<file path="config.mk">
export PLATFORM = sky130hd
export DESIGN_NAME = t1_reframe_mon
export DESIGN_NICKNAME = d
export VERILOG_FILES = /design/src/rtl/t1rm_pkg.sv /design/src/rtl/t1rm_fbit_class.sv /design/src/rtl/t1rm_err_window.sv /design/src/rtl/t1rm_man_trig.sv /design/src/rtl/t1_reframe_mon.sv
export SDC_FILE = /design/constraint.sdc
export NUM_CORES = 1
export LEC_CHECK = 0
export ABC_AREA = 1
export ABC_CLOCK_PERIOD_IN_PS = 4000
export BUFFER_PORTS_ARGS = -buffer_cell sky130_fd_sc_hd__buf_4
export CORE_UTILIZATION = 30
export DETAILED_ROUTE_END_ITERATION = 6
export GPL_TIMING_DRIVEN = 0
export HOLD_SLACK_MARGIN = 0.05
export PLACE_DENSITY_LB_ADDON = 0.12
export SLEW_MARGIN = 15
export SYNTH_ARGS = -nofsm -noshare
export SYNTH_HDL_FRONTEND = slang
export SYNTH_SLANG_ARGS = --single-unit
</file>
<file path="constraint.sdc">
create_clock -name clk -period 4 [get_ports clk]
set_input_delay 0.6 -clock clk [delete_from_list [all_inputs] [get_ports clk]]
set_output_delay 0.6 -clock clk [all_outputs]
set_load 0.01 [all_outputs]
</file>
<file path="src/rtl/t1rm_pkg.sv">
package t1rm_pkg;
   typedef enum logic [1:0] {
      ST_HUNT = 2'd0,
      ST_ARM  = 2'd1,
      ST_MON  = 2'd2
   } mon_st_t;

   localparam logic [1:0] CRIT_W4  = 2'b00;
   localparam logic [1:0] CRIT_W5  = 2'b01;
   localparam logic [1:0] CRIT_W6  = 2'b10;
   localparam logic [1:0] CRIT_OFF = 2'b11;
endpackage

</file>
<file path="src/rtl/t1rm_fbit_class.sv">
module t1rm_fbit_class #(
   parameter int IDX_W = 5
) (
   input  logic             esf_mode,
   input  logic             fs_incl,
   input  logic             sec_yel_en,
   input  logic [IDX_W-1:0] frame_idx,
   input  logic             fbit_val,
   output logic             counted,
   output logic             err
);
   logic expect_v;
   logic d4_odd;
   logic d4_ok;
   logic esf_ok;

   assign d4_odd = frame_idx[0];
   assign d4_ok  = (frame_idx >= IDX_W'(1)) && (frame_idx <= IDX_W'(12));
   assign esf_ok = (frame_idx[1:0] == 2'b00) && (frame_idx >= IDX_W'(4))
                   && (frame_idx <= IDX_W'(24));

   always_comb begin
      counted  = 1'b0;
      expect_v = 1'b0;
      if (esf_mode) begin
         counted  = esf_ok;
         expect_v = (frame_idx == IDX_W'(12)) || (frame_idx == IDX_W'(20))
                    || (frame_idx == IDX_W'(24));
      end else if (d4_ok) begin
         if (d4_odd) begin
            counted  = 1'b1;
            expect_v = (frame_idx[1:0] == 2'b01);
         end else begin
            counted  = fs_incl && !((frame_idx == IDX_W'(12)) && sec_yel_en);
            expect_v = (frame_idx == IDX_W'(6)) || (frame_idx == IDX_W'(8))
                       || (frame_idx == IDX_W'(10));
         end
      end
   end

   assign err = counted && (fbit_val != expect_v);
endmodule

</file>
<file path="src/rtl/t1rm_err_window.sv">
module t1rm_err_window #(
   parameter int WIN_A   = 4,
   parameter int WIN_B   = 5,
   parameter int WIN_C   = 6,
   parameter int ERR_LIM = 2
) (
   input  logic       clk,
   input  logic       rst_n,
   input  logic       shift_en,
   input  logic       clr,
   input  logic       err_in,
   input  logic [1:0] crit_sel,
   output logic       trip
);
   import t1rm_pkg::*;

   localparam int WMAX_AB = (WIN_A > WIN_B) ? WIN_A : WIN_B;
   localparam int WMAX    = (WMAX_AB > WIN_C) ? WMAX_AB : WIN_C;
   localparam int CW      = $clog2(WMAX + 1);

   logic [WMAX-1:0] hist_q;
   logic [WMAX-1:0] hist_nx;
   logic [2:0]      len_hit;

   assign hist_nx = {hist_q[WMAX-2:0], err_in};

   for (genvar gi = 0; gi < 3; gi++) begin : g_len
      localparam int LEN = (gi == 0) ? WIN_A : ((gi == 1) ? WIN_B : WIN_C);
      logic [CW-1:0] ones;
      always_comb begin
         ones = '0;
         for (int b = 0; b < LEN; b++) ones = ones + CW'(hist_nx[b]);
      end
      assign len_hit[gi] = err_in && (ones >= CW'(ERR_LIM));
   end

   always_comb begin
      case (crit_sel)
         CRIT_W4: trip = len_hit[0];
         CRIT_W5: trip = len_hit[1];
         CRIT_W6: trip = len_hit[2];
         default: trip = 1'b0;
      endcase
   end

   always_ff @(posedge clk or negedge rst_n) begin
      if (!rst_n)        hist_q <= '0;
      else if (clr)      hist_q <= '0;
      else if (shift_en) hist_q <= hist_nx;
   end
endmodule

</file>
<file path="src/rtl/t1rm_man_trig.sv">
module t1rm_man_trig (
   input  logic clk,
   input  logic rst_n,
   input  logic man_reframe,
   output logic fire
);
   logic low_seen_q;

   always_ff @(posedge clk or negedge rst_n) begin
      if (!rst_n) low_seen_q <= 1'b0;
      else        low_seen_q <= !man_reframe;
   end

   assign fire = low_seen_q && man_reframe;
endmodule

</file>
<file path="src/rtl/t1_reframe_mon.sv">
module t1_reframe_mon #(
   parameter int IDX_W   = 5,
   parameter int WIN_A   = 4,
   parameter int WIN_B   = 5,
   parameter int WIN_C   = 6,
   parameter int ERR_LIM = 2
) (
   input  logic             clk,
   input  logic             rst_n,
   input  logic             in_sync,
   input  logic             fbit_stb,
   input  logic             fbit_val,
   input  logic [IDX_W-1:0] frame_idx,
   input  logic             esf_mode,
   input  logic [1:0]       crit_sel,
   input  logic             fs_incl,
   input  logic             sec_yel_en,
   input  logic             man_reframe,
   output logic             ferr_inc,
   output logic             reframe_req
);
   import t1rm_pkg::*;

   initial begin : p_param_chk
      assert (IDX_W >= 5) else $fatal(1, "IDX_W must hold frame 24");
      assert (ERR_LIM >= 1) else $fatal(1, "ERR_LIM must be positive");
      assert (WIN_A >= ERR_LIM && WIN_B >= ERR_LIM && WIN_C >= ERR_LIM && WIN_A >= 2)
         else $fatal(1, "windows must cover the error limit");
   end

   mon_st_t st_q;
   logic    counted;
   logic    bit_err;
   logic    active;
   logic    win_trip;
   logic    man_fire;
   logic    auto_fire;
   logic    rf_nx;

   assign active = (st_q == ST_MON) && in_sync;

   t1rm_fbit_class #(.IDX_W(IDX_W)) u_class (
      .esf_mode  (esf_mode),
      .fs_incl   (fs_incl),
      .sec_yel_en(sec_yel_en),
      .frame_idx (frame_idx),
      .fbit_val  (fbit_val),
      .counted   (counted),
      .err       (bit_err)
   );

   t1rm_err_window #(
      .WIN_A(WIN_A), .WIN_B(WIN_B), .WIN_C(WIN_C), .ERR_LIM(ERR_LIM)
   ) u_win (
      .clk     (clk),
      .rst_n   (rst_n),
      .shift_en(active && fbit_stb && counted),
      .clr     (rf_nx || !active),
      .err_in  (bit_err),
      .crit_sel(crit_sel),
      .trip    (win_trip)
   );

   t1rm_man_trig u_man (
      .clk        (clk),
      .rst_n      (rst_n),
      .man_reframe(man_reframe),
      .fire       (man_fire)
   );

   assign auto_fire = active && fbit_stb && win_trip;
   assign rf_nx     = auto_fire || man_fire;

   always_ff @(posedge clk or negedge rst_n) begin
      if (!rst_n) begin
         st_q        <= ST_HUNT;
         ferr_inc    <= 1'b0;
         reframe_req <= 1'b0;
      end else begin
         ferr_inc    <= active && fbit_stb && bit_err;
         reframe_req <= rf_nx;
         if (rf_nx) st_q <= ST_HUNT;
         else begin
            case (st_q)
               ST_HUNT: if (!in_sync) st_q <= ST_ARM;
               ST_ARM:  if (in_sync)  st_q <= ST_MON;
               ST_MON:  if (!in_sync) st_q <= ST_ARM;
               default: st_q <= ST_HUNT;
            endcase
         end
      end
   end
endmodule

</file>
==> results.toml <==
[global_routing]
grt_usage_pct = 11.6
use_met1_pct = 15.5
grt_use_met3_pct = 0.930
grt-ovfl-total = 0
use_met2_pct = 18.9
grt.busiest_layer = "met2"
grt_pass1_wl_mm = 2.93
antenna_found_initial = 0
grt_pass1_vias = 743
grt_max_degree = 11

[worst_setup_path]
path_common_cell = "nand2_2"
max_stage_delay_ps = 590
crit_buf_inv = 3
arrival_ps = 4110
path_max_fanout = 6
crit_type = "in2reg"
worstPathRequired_ps = 4180
end_kind = "register"
start_kind = "primary input"
critPathTopFamily = "adder cells"
cp_slowest_cell = "fa_2"

[final_layout]
fillCellCount = 295
layout-drive-gt1-share_pct = 38.2
final_cell_mix = "24 x nand2_1, 23 x inv_1, 17 x buf_4"
layout.cells.non_filler = 167
antennaDiodeCount = 0
final_common_cell = "nand2_1"
num-nets-final = 163
area_growth_pct = 32.5

[routing]
drt-total-wl_mm = 1.68
first_pass_iters = 4
vias = 760
ant_nets = 0
wire_per_inst_microns = 10.1
remaining_drc_errors = 0
first_iter_violations = 12
post_drt_via_cell_ratio = 4.55

[synth]
yosys.area.top_type = "dfrtp_1"
netlist_area_sq_um = 863
synth_top_area_share_pct = 29.0
ys_ff_latch = 10
synth_area_leaders = "dfrtp_1 29%, nand2_1 12%, inv_1 11%"
synth_edf_count = 0
synth_cells = 114
async_flop_share_pct = 100
synth.yosys.seq_area_share_pct = 29.0
synth.avg_cell_area_sq_um = 7.57
syn-num-nets = 139
yosysWarnings = 0
synth_flop_cell = "dfrtp_1"
synth_cell_types = 25

[placement]
io_buffers = 17
place_worst_setup_slack_ps = -284
gp_congestion = 0.789
place_inst = 162
dp_hpwl_mm = 1.36

[timing]
worst_slack_ps = 71.2
worst_slew_pin_slew_ps = 512
hold_slack_ps = 161
drv_slew = 0
setup_viol = 0
fin_crit_ps = 3930
relSlewSlack_pct = 65.5
tns_ps = 0
max_freq_mhz = 255
final.period_utilization_pct = 98.2
finalHoldViolations = 0
finClkSkew_ps = 5.41
grt_setup_unrepaired = "yes"

[power]
p_clk_share_pct = 27.6
max-vdd-ir-drop_uv = 128
combPwrFrac_pct = 26.4
p_int_mw = 0.165
p_leak_nw = 0.567
netSwitchingFraction_pct = 27.5
power_density_nw_per_um2 = 199
p_seq_share_pct = 46.0
power.total_mw = 0.228
p_sw_mw = 0.0627

[floorplanning]
pin_count = 18
start_util_pct = 31.6
rows = 19
fp.dieArea_sq_um = 3100
core_area_sq_um = 2730
fp.dieW_microns = 55.6
die_h_microns = 55.6

[cts]
clock_latency_ps = 250
clk_pin_slew_worst_paths_ps = 60
clk_path_buf_depth = 2
holdBufCountCts = 0
clock-sinks = 10
cts_buffers = 3
cts_tree = "done"
ctsHtreeMaxLevel = 1
cts_root_buffer = "clkbuf_4"

[outcome]
outcome = "finished clean"

[hold_path]
hold_class = "in2async"

[run]
max_cap_viol_count = 0
## state kept, by name, indices dropped and copies added, names as in the netlist
register / flops
st_q: 2
u_man.low_seen_q: 1
reframe_req: 1
ferr_inc: 1
u_win.hist_q: 5
## worst paths after layout
| check | start | endpoint | slack (ps) | cells after the start |
|---|---|---|---|---|
| max | frame_idx[0] | u_win.hist_q[0] | 70 | 25 |
| min | rst_n | u_man.low_seen_q | 160 | 1 |
| max reg2reg | u_win.hist_q[0] | u_win.hist_q[0] | 910 | 15 |
| min reg2reg | u_man.low_seen_q | reframe_req | 580 | 2 |
| max in group asynchronous | rst_n | st_q[0] | 3700 | 1 |
| min in group clk | man_reframe | u_man.low_seen_q | 500 | 2 |
## synth_stat cells, types with 2 or more instances
cell and number:
nand2_1 28, inv_1 25, dfrtp_1 10, ha_1 7, nor2_2 5, o21ai_0 5
a21oi_1 4, nand2_2 3, nand3_1 3, nor2_1 3, o21ai_1 3, fa_1 2
inv_2 2, nand4_1 2, nand4_4 2
## cell families (layout without fill, tap and decap cells)
logic type | count (synthesis) | count (layout) | share of synthesized area (%)
buffers and inverters | 27 | 49 | 11.7
adders and majority gates | 9 | 9 | 14.8
DFF | 10 | 10 | 29.0
and+or+nand+nor | 48 | 48 | 29.4
AOI/OAI and AO/OA | 19 | 19 | 14.1
xor gates and xnor gates | 1 | 1 | 1.01
## metrics by stage
step | utilization [%] | instance area (sq um)
after floorplan | - | 863
after global placement | 37.7 | 1030
after detailed placement | 37.7 | 1030
after CTS | 38.5 | 1050
final | 41.8 | 1140
after global routing | 41.8 | 1140
## power groups by stage
stage / logic, mW / clock network [mW] / registers [mW]
final: 0.0602 / 0.0628 / 0.105
after global routing: 0.0673 / 0.0701 / 0.105
after CTS: 0.0516 / 0.0671 / 0.105
after detailed placement: 0.0515 / 0 / 0.107
after global placement: 0.0501 / 0 / 0.107
after floorplan: 0.0272 / 0 / 0.107
## per-layer routing
metal | part of all wire (%) | wire length (microns)
met5 | 0 | 0
met3 | 2.3 | 39
met2 | 51 | 859
met1 | 46 | 771
met4 | 0.77 | 13
## final cells by class
cell class	instances	area [sq um]	area share [%]
clock buffers	3	22.5	1.97
inverters	27	101	8.86
multi-input cells	77	577	50.4
flip-flops and latches	10	250	21.9
well taps	31	38.8	3.39
repair buffers	19	154	13.5
## timing repair
item / in CTS / in global routing
setup endpoints to repair: 1 / 8
resized for setup: 1 / 20
pin swaps: 0 / 14
setup buffers: 0 / 2
Power figures use the tool's default switching activity.
